$ cat config.mk
export PLATFORM = sky130hd
export DESIGN_NAME = intr_claim_core
export DESIGN_NICKNAME = d
export VERILOG_FILES = /design/src/rtl/intr_core_pkg.sv /design/src/rtl/intr_core_dp.sv /design/src/rtl/intr_core_ctrl.sv /design/src/rtl/intr_claim_core.sv
export SDC_FILE = /design/constraint.sdc
export NUM_CORES = 1
export LEC_CHECK = 0
export BUFFER_PORTS_ARGS = -buffer_cell sky130_fd_sc_hd__buf_2
export CAP_MARGIN = 20
export CORE_ASPECT_RATIO = 1.2
export CORE_MARGIN = 4
export CORE_UTILIZATION = 35
export DETAILED_ROUTE_END_ITERATION = 12
export PLACE_DENSITY = 0.62
export SYNTH_ARGS = -nofsm -noshare
export SYNTH_HDL_FRONTEND = slang
export SYNTH_SLANG_ARGS = --single-unit
$ cat constraint.sdc
create_clock -name clk -period 6.4 [get_ports clk]
set_clock_uncertainty 0.05 [all_clocks]
set_input_delay 1.92 -clock clk [delete_from_list [all_inputs] [get_ports clk]]
set_output_delay 1.92 -clock clk [all_outputs]
set_load 0.005 [all_outputs]
$ cat src/rtl/intr_core_pkg.sv
package intr_core_pkg;
  // Strobes from control to datapath
  typedef struct packed {
    logic claimFire;
    logic completeFire;
  } core_strobe_t;
endpackage

$ cat src/rtl/intr_core_dp.sv
module intr_core_dp #(
  parameter int NUM_SRC = 8,
  parameter int NUM_CTX = 2,
  parameter int PRIO_W  = 3,
  localparam int IDX_W  = $clog2(NUM_SRC)
) (
  input  logic                         clk,
  input  logic                         rstN,
  input  logic [NUM_SRC-1:0]           srcLevel,
  input  logic [NUM_SRC*PRIO_W-1:0]    srcPrio,
  input  logic [NUM_CTX*NUM_SRC-1:0]   ctxEnable,
  input  logic [NUM_CTX*PRIO_W-1:0]    ctxThresh,
  input  intr_core_pkg::core_strobe_t  strobe,
  input  logic [IDX_W-1:0]             claimIdx,
  input  logic [IDX_W-1:0]             completeIdx,
  output logic [NUM_CTX*NUM_SRC-1:0]   qualify,
  output logic [NUM_CTX-1:0]           irqOut,
  output logic [NUM_SRC-1:0]           pendingVec,
  output logic [NUM_SRC-1:0]           claimedVec
);
  logic [NUM_SRC-1:0] setMask, clrMask, levelMask;

  always_comb begin
    setMask = '0;
    clrMask = '0;
    if (strobe.claimFire)    setMask[claimIdx]    = 1'b1;
    if (strobe.completeFire) clrMask[completeIdx] = 1'b1;
    levelMask = srcLevel;
    levelMask[0] = 1'b0;
  end

  always_ff @(posedge clk) begin
    if (!rstN) begin
      pendingVec <= '0;
      claimedVec <= '0;
    end else begin
      pendingVec <= levelMask & ~setMask;
      claimedVec <= (claimedVec | setMask) & ~clrMask;
    end
  end

  for (genvar c = 0; c < NUM_CTX; c++) begin : g_ctx
    for (genvar i = 0; i < NUM_SRC; i++) begin : g_src
      assign qualify[c*NUM_SRC+i] = pendingVec[i] & ~claimedVec[i] &
                                    ctxEnable[c*NUM_SRC+i] &
                                    (srcPrio[i*PRIO_W +: PRIO_W] > ctxThresh[c*PRIO_W +: PRIO_W]);
    end
    always_ff @(posedge clk) begin
      if (!rstN) irqOut[c] <= 1'b0;
      else       irqOut[c] <= |qualify[c*NUM_SRC +: NUM_SRC];
    end
  end
endmodule

$ cat src/rtl/intr_core_ctrl.sv
module intr_core_ctrl #(
  parameter int NUM_SRC = 8,
  parameter int NUM_CTX = 2,
  localparam int IDX_W  = $clog2(NUM_SRC),
  localparam int ID_W   = IDX_W + 1,
  localparam int CTX_W  = (NUM_CTX > 1) ? $clog2(NUM_CTX) : 1
) (
  input  logic [NUM_CTX*NUM_SRC-1:0]   qualify,
  input  logic                         claimReq,
  input  logic [CTX_W-1:0]             claimCtx,
  input  logic                         completeReq,
  input  logic [ID_W-1:0]              completeId,
  output intr_core_pkg::core_strobe_t  strobe,
  output logic [IDX_W-1:0]             claimIdx,
  output logic [IDX_W-1:0]             completeIdx,
  output logic [ID_W-1:0]              claimId
);
  logic [NUM_SRC-1:0] row;
  logic               found;

  always_comb begin
    row = '0;
    for (int c = 0; c < NUM_CTX; c++) begin
      if (int'(claimCtx) == c) row = qualify[c*NUM_SRC +: NUM_SRC];
    end
    // scan downward so the lowest index wins
    found    = 1'b0;
    claimIdx = '0;
    for (int i = NUM_SRC - 1; i >= 0; i--) begin
      if (row[i]) begin
        found    = 1'b1;
        claimIdx = IDX_W'(i);
      end
    end
    strobe.claimFire    = claimReq & found;
    strobe.completeFire = completeReq & (int'(completeId) < NUM_SRC);
    completeIdx         = completeId[IDX_W-1:0];
    claimId             = strobe.claimFire ? ID_W'(claimIdx) : '0;
  end
endmodule

$ cat src/rtl/intr_claim_core.sv
module intr_claim_core #(
  parameter int NUM_SRC = 8,
  parameter int NUM_CTX = 2,
  parameter int PRIO_W  = 3,
  localparam int IDX_W  = $clog2(NUM_SRC),
  localparam int ID_W   = IDX_W + 1,
  localparam int CTX_W  = (NUM_CTX > 1) ? $clog2(NUM_CTX) : 1
) (
  input  logic                       clk,
  input  logic                       rstN,
  input  logic [NUM_SRC-1:0]         srcLevel,
  input  logic [NUM_SRC*PRIO_W-1:0]  srcPrio,
  input  logic [NUM_CTX*NUM_SRC-1:0] ctxEnable,
  input  logic [NUM_CTX*PRIO_W-1:0]  ctxThresh,
  input  logic                       claimReq,
  input  logic [CTX_W-1:0]           claimCtx,
  output logic [ID_W-1:0]            claimId,
  input  logic                       completeReq,
  input  logic [ID_W-1:0]            completeId,
  output logic [NUM_CTX-1:0]         irqOut
);
  intr_core_pkg::core_strobe_t strobe;
  logic [NUM_CTX*NUM_SRC-1:0]  qualify;
  logic [IDX_W-1:0]            claimIdx, completeIdx;
  logic [NUM_SRC-1:0]          pendingVec, claimedVec;

  intr_core_ctrl #(.NUM_SRC(NUM_SRC), .NUM_CTX(NUM_CTX)) u_ctrl (
    .qualify(qualify), .claimReq(claimReq), .claimCtx(claimCtx),
    .completeReq(completeReq), .completeId(completeId), .strobe(strobe),
    .claimIdx(claimIdx), .completeIdx(completeIdx), .claimId(claimId)
  );

  intr_core_dp #(.NUM_SRC(NUM_SRC), .NUM_CTX(NUM_CTX), .PRIO_W(PRIO_W)) u_dp (
    .clk(clk), .rstN(rstN), .srcLevel(srcLevel), .srcPrio(srcPrio),
    .ctxEnable(ctxEnable), .ctxThresh(ctxThresh), .strobe(strobe),
    .claimIdx(claimIdx), .completeIdx(completeIdx), .qualify(qualify),
    .irqOut(irqOut), .pendingVec(pendingVec), .claimedVec(claimedVec)
  );
endmodule

-- Word level (Yosys, flattened, before mapping)
Cells that the tools add are included.
- bits in registers: 18
- bits of input ports: 63
- output and inout bits: 6
- logic and storage cells: 108
- multiplexer cells: 24
- $lt $le $gt $ge: 21
- bitwise gates (word level): 55
- reduce and logical (&&, ||, !) cells: 4
- operators with widths (cell ; number):
    $gt A3 B3 Y1 ; 16
    $and A1 B1 Y1 ; 42
    $mux W3 ; 9
    $mux W8 ; 3
    $and A8 B8 Y8 ; 2
    $not A8 Y8 ; 2
    $reduce_or A8 Y1 ; 2
    $mux W1 ; 10
    $lt A3 B4 Y1 const B ; 2
    $not A1 Y1 ; 8
    $or A8 B8 Y8 ; 1
    $demux W1 S3 ; 2
    $ge A3 B1 Y1 const B ; 2
    $lt A4 B4 Y1 const B ; 1
    $logic_and A1 B1 Y1 ; 2

-- Depth between registers and ports, before layout
- depth in word-level cells: 20
- mapped depth: 8
- gate-level depth less buffers: 8

-- By module
A second synthesis with hierarchy kept.
- cells, all modules: 261
- area, all modules: 2060.7 um^2
- modules (own cells, without submodules) (module ; sequential area each (um^2) ; area an instance (um^2) ; instances ; cells each):
    intr_core_dp ; 340.3 ; 1760.4 ; 1 ; 220
    intr_core_ctrl ; 0.0 ; 300.3 ; 1 ; 41

-- Worst setup path after synthesis
No wires, ideal clock.
- kind: input port to output port
- start point: input ctxThresh[5]
- end point: output claimId[2]
- stages on the path: 7
- slack: 966 ps
- data required time: 4430 ps
- path buffers: 0
- arrival: 3464 ps
- cells stage by stage: inv_1 > ha_1 > a21oi_1 > nand2_1 > a221o_2 > nor3_2 > o31a_2
- cells in the longest elaborated chain, start to end: 13
- elaborated cells between the ends (all ways): 35
- classes of those cells: 8 x order compare; 18 x mux; 9 x bitwise
- RTL lines (what ; line ; source):
    from (decl) ; intr_claim_core.sv:14 ; input logic [NUM_CTX*PRIO_W-1:0] ctxThresh,
    $gt A3 B3 Y1 ; intr_core_dp.sv:46 ; (srcPrio[i*PRIO_W +: PRIO_W] > ctxThresh[c*PRIO_W +: PRIO_W]);
    $and A1 B1 Y1 ; intr_core_dp.sv:45 ; ctxEnable[c*NUM_SRC+i] &
    $mux W8 * ; intr_core_ctrl.sv:24 ; if (int'(claimCtx) == c) row = qualify[c*NUM_SRC +: NUM_SRC];
    $mux W1 (8 in a row) ; intr_core_ctrl.sv:30 ; if (row[i]) begin
    $and A1 B1 Y1 ; intr_core_ctrl.sv:35 ; strobe.claimFire = claimReq & found;
    $mux W3 * ; intr_core_ctrl.sv:38 ; claimId = strobe.claimFire ? ID_W'(claimIdx) : '0;
    to (decl) ; intr_claim_core.sv:17 ; output logic [ID_W-1:0] claimId,
Mark *: on every way between the ends. The rest lies on a longest branch, timed or not.

-- Worst setup path in the final report
- start point: input ctxThresh[2]
- end point: output claimId[1]
Same word-level chain as after synthesis.

==> metrics.txt <==
# TYPE chip_impl_metric gauge
chip_impl_metric{name="number_of_cells_upsized_or_downsized_after_cts",unit=""} 0
chip_impl_metric{name="cts_inserted_buffers",unit=""} 3
chip_impl_metric{name="design_power_total",unit="mW"} 0.318
chip_impl_metric{name="required",unit="ps"} 4430
chip_impl_metric{name="fmax",unit="MHz"} 167
chip_impl_metric{name="synth_adder_area_share",unit="%"} 26.2
chip_impl_metric{name="synth_seq_area_share",unit="%"} 16.0
chip_impl_metric{name="wire_per_inst",unit="um"} 14.9
chip_impl_metric{name="final_net_count",unit=""} 392
chip_impl_metric{name="cts_buffer_depth",unit=""} 2
chip_impl_metric{name="placedCellCount",unit=""} 344
chip_impl_metric{name="htreeDepth",unit=""} 1
chip_impl_info{name="min_path_type",value="reg2reg"} 1
chip_impl_metric{name="period_share",unit="%"} 93.3
chip_impl_metric{name="worst-path-max-fanout",unit=""} 7
chip_impl_info{name="largest_area_contributor_in_the_netlist",value="sky130_fd_sc_hd__ha_1"} 1
chip_impl_info{name="largest_family_of_logic_cells_by_synthesized_area",value="adder cells"} 1
chip_impl_metric{name="synth_edf_count",unit=""} 0
chip_impl_metric{name="grt_overflow_total",unit=""} 0
chip_impl_metric{name="synth_top_area_share",unit="%"} 26.2
chip_impl_metric{name="die_w",unit="um"} 77.1
chip_impl_info{name="critPathLaunchType",value="primary input"} 1
chip_impl_metric{name="final_layout_size_suffix_gt1_share",unit="%"} 33.9
chip_impl_metric{name="post_synth_inst_count",unit=""} 221
chip_impl_info{name="synthMostInstantiatedCell",value="sky130_fd_sc_hd__ha_1"} 1
chip_impl_metric{name="synth.cell_area",unit="um^2"} 2000
chip_impl_metric{name="drt-initial-drc-count",unit=""} 39
chip_impl_metric{name="max_cap_violations",unit=""} 0
chip_impl_metric{name="io_pins",unit=""} 69
chip_impl_metric{name="globalRouteTotalUtil",unit="%"} 14.9
chip_impl_info{name="cts-root-buf",value="sky130_fd_sc_hd__clkbuf_8"} 1
chip_impl_metric{name="hold-path-cell-count",unit=""} 2
chip_impl_metric{name="grt_first_pass_wirelength",unit="um"} 8690
chip_impl_metric{name="routabilityCongestion",unit=""} 0.843
chip_impl_metric{name="cellPowerDensity",unit="nW/um^2"} 130
chip_impl_metric{name="hpwl",unit="um"} 4540
chip_impl_metric{name="postCtsHoldBufs",unit=""} 0
chip_impl_metric{name="wirelength",unit="um"} 5190
chip_impl_metric{name="number_of_global_route_vias_before_repair",unit=""} 1927
chip_impl_metric{name="reg2regPathDepth",unit=""} 7
chip_impl_metric{name="drt-vias-per-instance",unit=""} 5.37
chip_impl_metric{name="finalHoldViolCount",unit=""} 0
chip_impl_metric{name="cts.reportedPaths.clkPinSlew",unit="ps"} 60
chip_impl_metric{name="post_synthesis_xor_xnor_area_fraction",unit="%"} 0
chip_impl_metric{name="antenna_found_initial",unit=""} 0
chip_impl_metric{name="antenna_cells",unit=""} 0
chip_impl_metric{name="cp_data_arrival_time",unit="ps"} 4000
chip_impl_metric{name="drtAntennaViolNets",unit=""} 0
chip_impl_metric{name="clock_network_latency_to_the_later_pin_of_the_worst_skew_pair",unit="ps"} 250
chip_impl_metric{name="setup_violations",unit=""} 0
chip_impl_metric{name="drc_errors",unit=""} 0
chip_impl_info{name="criticalPathCategory",value="in2out"} 1
chip_impl_info{name="run_status",value="finished, final reports clean"} 1
chip_impl_info{name="timing.critical_path.cells",value="buf_2 > inv_1 > ha_1 > and3_1 > a211oi_1 > mux2i_1 > a211oi_2 > nor3_1 > nor2_1 > buf_2"} 1
chip_impl_metric{name="simple_gate_portion_of_the_synthesized_area",unit="%"} 22.5
chip_impl_metric{name="mean_instance_size_in_the_synthesized_netlist",unit="um^2"} 9.07
chip_impl_metric{name="area_delta_synth_final",unit="%"} 21.8
chip_impl_metric{name="fin_tns_setup",unit="ps"} 0
chip_impl_metric{name="async_reset_ff_share",unit="%"} 0
chip_impl_metric{name="vdd_ir_drop_max",unit="mV"} 0.0798
chip_impl_metric{name="period_minus_slack",unit="ps"} 5970
chip_impl_info{name="synth_common_cells",value="sky130_fd_sc_hd__ha_1 (42), sky130_fd_sc_hd__nand3b_1 (29), sky130_fd_sc_hd__a21oi_1 (21), sky130_fd_sc_hd__inv_1 (17), sky130_fd_sc_hd__dfxtp_1 (16)"} 1
chip_impl_metric{name="design.core.area",unit="um^2"} 5410
chip_impl_metric{name="ys.warnings.count",unit=""} 0
chip_impl_metric{name="compound_cell_area_share_of_the_yosys_netlist",unit="%"} 24.4
chip_impl_metric{name="hold_ws",unit="ps"} 416
chip_impl_metric{name="stdcell_count",unit=""} 348
chip_impl_metric{name="core.rowCount",unit=""} 29
chip_impl_metric{name="critical_path_depth",unit=""} 10
chip_impl_info{name="critPathMostFrequentCell",value="sky130_fd_sc_hd__buf_2"} 1
chip_impl_metric{name="initial_utilization",unit="%"} 37.1
chip_impl_metric{name="cts.repair_timing.setup_buffer_count",unit=""} 0
chip_impl_info{name="rsz0062_at_grt",value="no"} 1
chip_impl_metric{name="mappedNetlistNets",unit=""} 326
chip_impl_metric{name="yosysUniqueCellTypes",unit=""} 42
chip_impl_info{name="synth_ff_type",value="sky130_fd_sc_hd__dfxtp_1"} 1
chip_impl_metric{name="crit_path_max_incr_delay",unit="ps"} 410
chip_impl_info{name="timing.critical_path.slowest_stage_cell",value="sky130_fd_sc_hd__a211oi_2"} 1
chip_impl_metric{name="place.port_buffers",unit=""} 61
chip_impl_info{name="cts_tree",value="built"} 1
chip_impl_metric{name="synth.mux.area_fraction",unit="%"} 6.18
chip_impl_metric{name="drt-pass1-iter-count",unit=""} 4
chip_impl_metric{name="finalMaxSlewViolations",unit=""} 0
chip_impl_metric{name="fp.dieArea",unit="um^2"} 7010
chip_impl_info{name="path_delay_family",value="compound AO/OA/AOI/OAI gates"} 1
chip_impl_metric{name="via_count",unit=""} 1869
chip_impl_metric{name="timing.critical_path.buf_inv",unit=""} 3
chip_impl_metric{name="yosys_register_bits",unit=""} 16
chip_impl_metric{name="power.static_leakage",unit="nW"} 1.17
chip_impl_metric{name="die_h",unit="um"} 90.9
chip_impl_metric{name="clock-sinks",unit=""} 16
chip_impl_metric{name="grt_start_max_net_pins",unit=""} 17
chip_impl_info{name="ys_top_cells_by_area",value="sky130_fd_sc_hd__ha_1 (26%), sky130_fd_sc_hd__dfxtp_1 (16%), sky130_fd_sc_hd__nand3b_1 (11%), sky130_fd_sc_hd__a211oi_2 (6.9%), sky130_fd_sc_hd__a21oi_1 (5.2%)"} 1
chip_impl_info{name="endpoint_kind",value="primary output"} 1
==> worst reg2reg max path: stages, from the launching register on <==
cell,delay [ps]
sky130_fd_sc_hd__dfxtp_1,350
sky130_fd_sc_hd__nand3b_1,160
sky130_fd_sc_hd__a211oi_1,330
sky130_fd_sc_hd__mux2i_1,210
sky130_fd_sc_hd__o21ai_1,250
sky130_fd_sc_hd__a211oi_2,110
sky130_fd_sc_hd__buf_4,160
sky130_fd_sc_hd__a211oi_2,200
==> per-stage QoR <==
stage / utilization, % / worst slack [ps] / instance area, um^2
floorplan: - / 966 / 2000
global placement: 44.2 / 451 / 2390
detailed placement: 44.2 / 410 / 2390
CTS: 45.2 / 389 / 2440
global route: 45.2 / 208 / 2440
finish: 45.2 / 427 / 2440
==> cells by family (layout without fill, tap and decap cells) <==
group | count (synthesis) | count (layout)
simple gates | 72 | 72
compound gates | 58 | 58
fa+ha+maj | 42 | 42
buf+inv | 21 | 86
flops | 16 | 16
mux | 11 | 11
other cells | 1 | 1
==> registers in the layout, summed over array words and instances, names as in the netlist <==
register,flops
u_dp.claimedVec,7
u_dp.pendingVec,7
u_dp.irqOut,2
==> final timing paths <==
check / start / to / slack [ps]
worst max register to register: u_dp.claimedVec[7] / u_dp.claimedVec[7] / 4520
worst max-delay path: ctxThresh[2] / claimId[1] / 430
worst min-delay path: u_dp.claimedVec[3] / u_dp.claimedVec[3] / 420
worst min register to register: u_dp.claimedVec[3] / u_dp.claimedVec[3] / 420
==> power by group <==
part / leakage [nW] / internal [mW] / switching [mW]
clock network: 0.0288 / 0.0545 / 0.0347
logic: 1.01 / 0.0563 / 0.0652
registers: 0.131 / 0.105 / 0.00291
==> cell type report <==
cell class	count	area (um^2)
fill	558	2960
multi-input combinational	184	1590
timing repair buffer	64	328
sequential	16	320
tap	62	77.6
inverter	18	67.6
clock buffer	4	55.1
==> cell usage in the layout, fill, tap and decap left out, types with 4 or more instances in the layout <==
master and n:
sky130_fd_sc_hd__a211oi_1 5, sky130_fd_sc_hd__a211oi_2 11, sky130_fd_sc_hd__a21oi_1 21, sky130_fd_sc_hd__and3_1 15
sky130_fd_sc_hd__buf_2 61, sky130_fd_sc_hd__clkbuf_8 4, sky130_fd_sc_hd__dfxtp_1 16, sky130_fd_sc_hd__ha_1 42
sky130_fd_sc_hd__inv_1 17, sky130_fd_sc_hd__mux2i_1 5, sky130_fd_sc_hd__nand2_1 9, sky130_fd_sc_hd__nand3b_1 29
sky130_fd_sc_hd__nor2_1 7
==> metal layers <==
layer | wire length (um) | track usage [%] | vias up
met4 | 46 | 2.82 | 0
met1 | 2390 | 19.2 | 839
met2 | 2510 | 26.1 | 46
met3 | 237 | 2.89 | 8
met5 | 0 | 0 | -
li1 | - | - | 976
No activity file was read; power rests on OpenSTA's default activity.
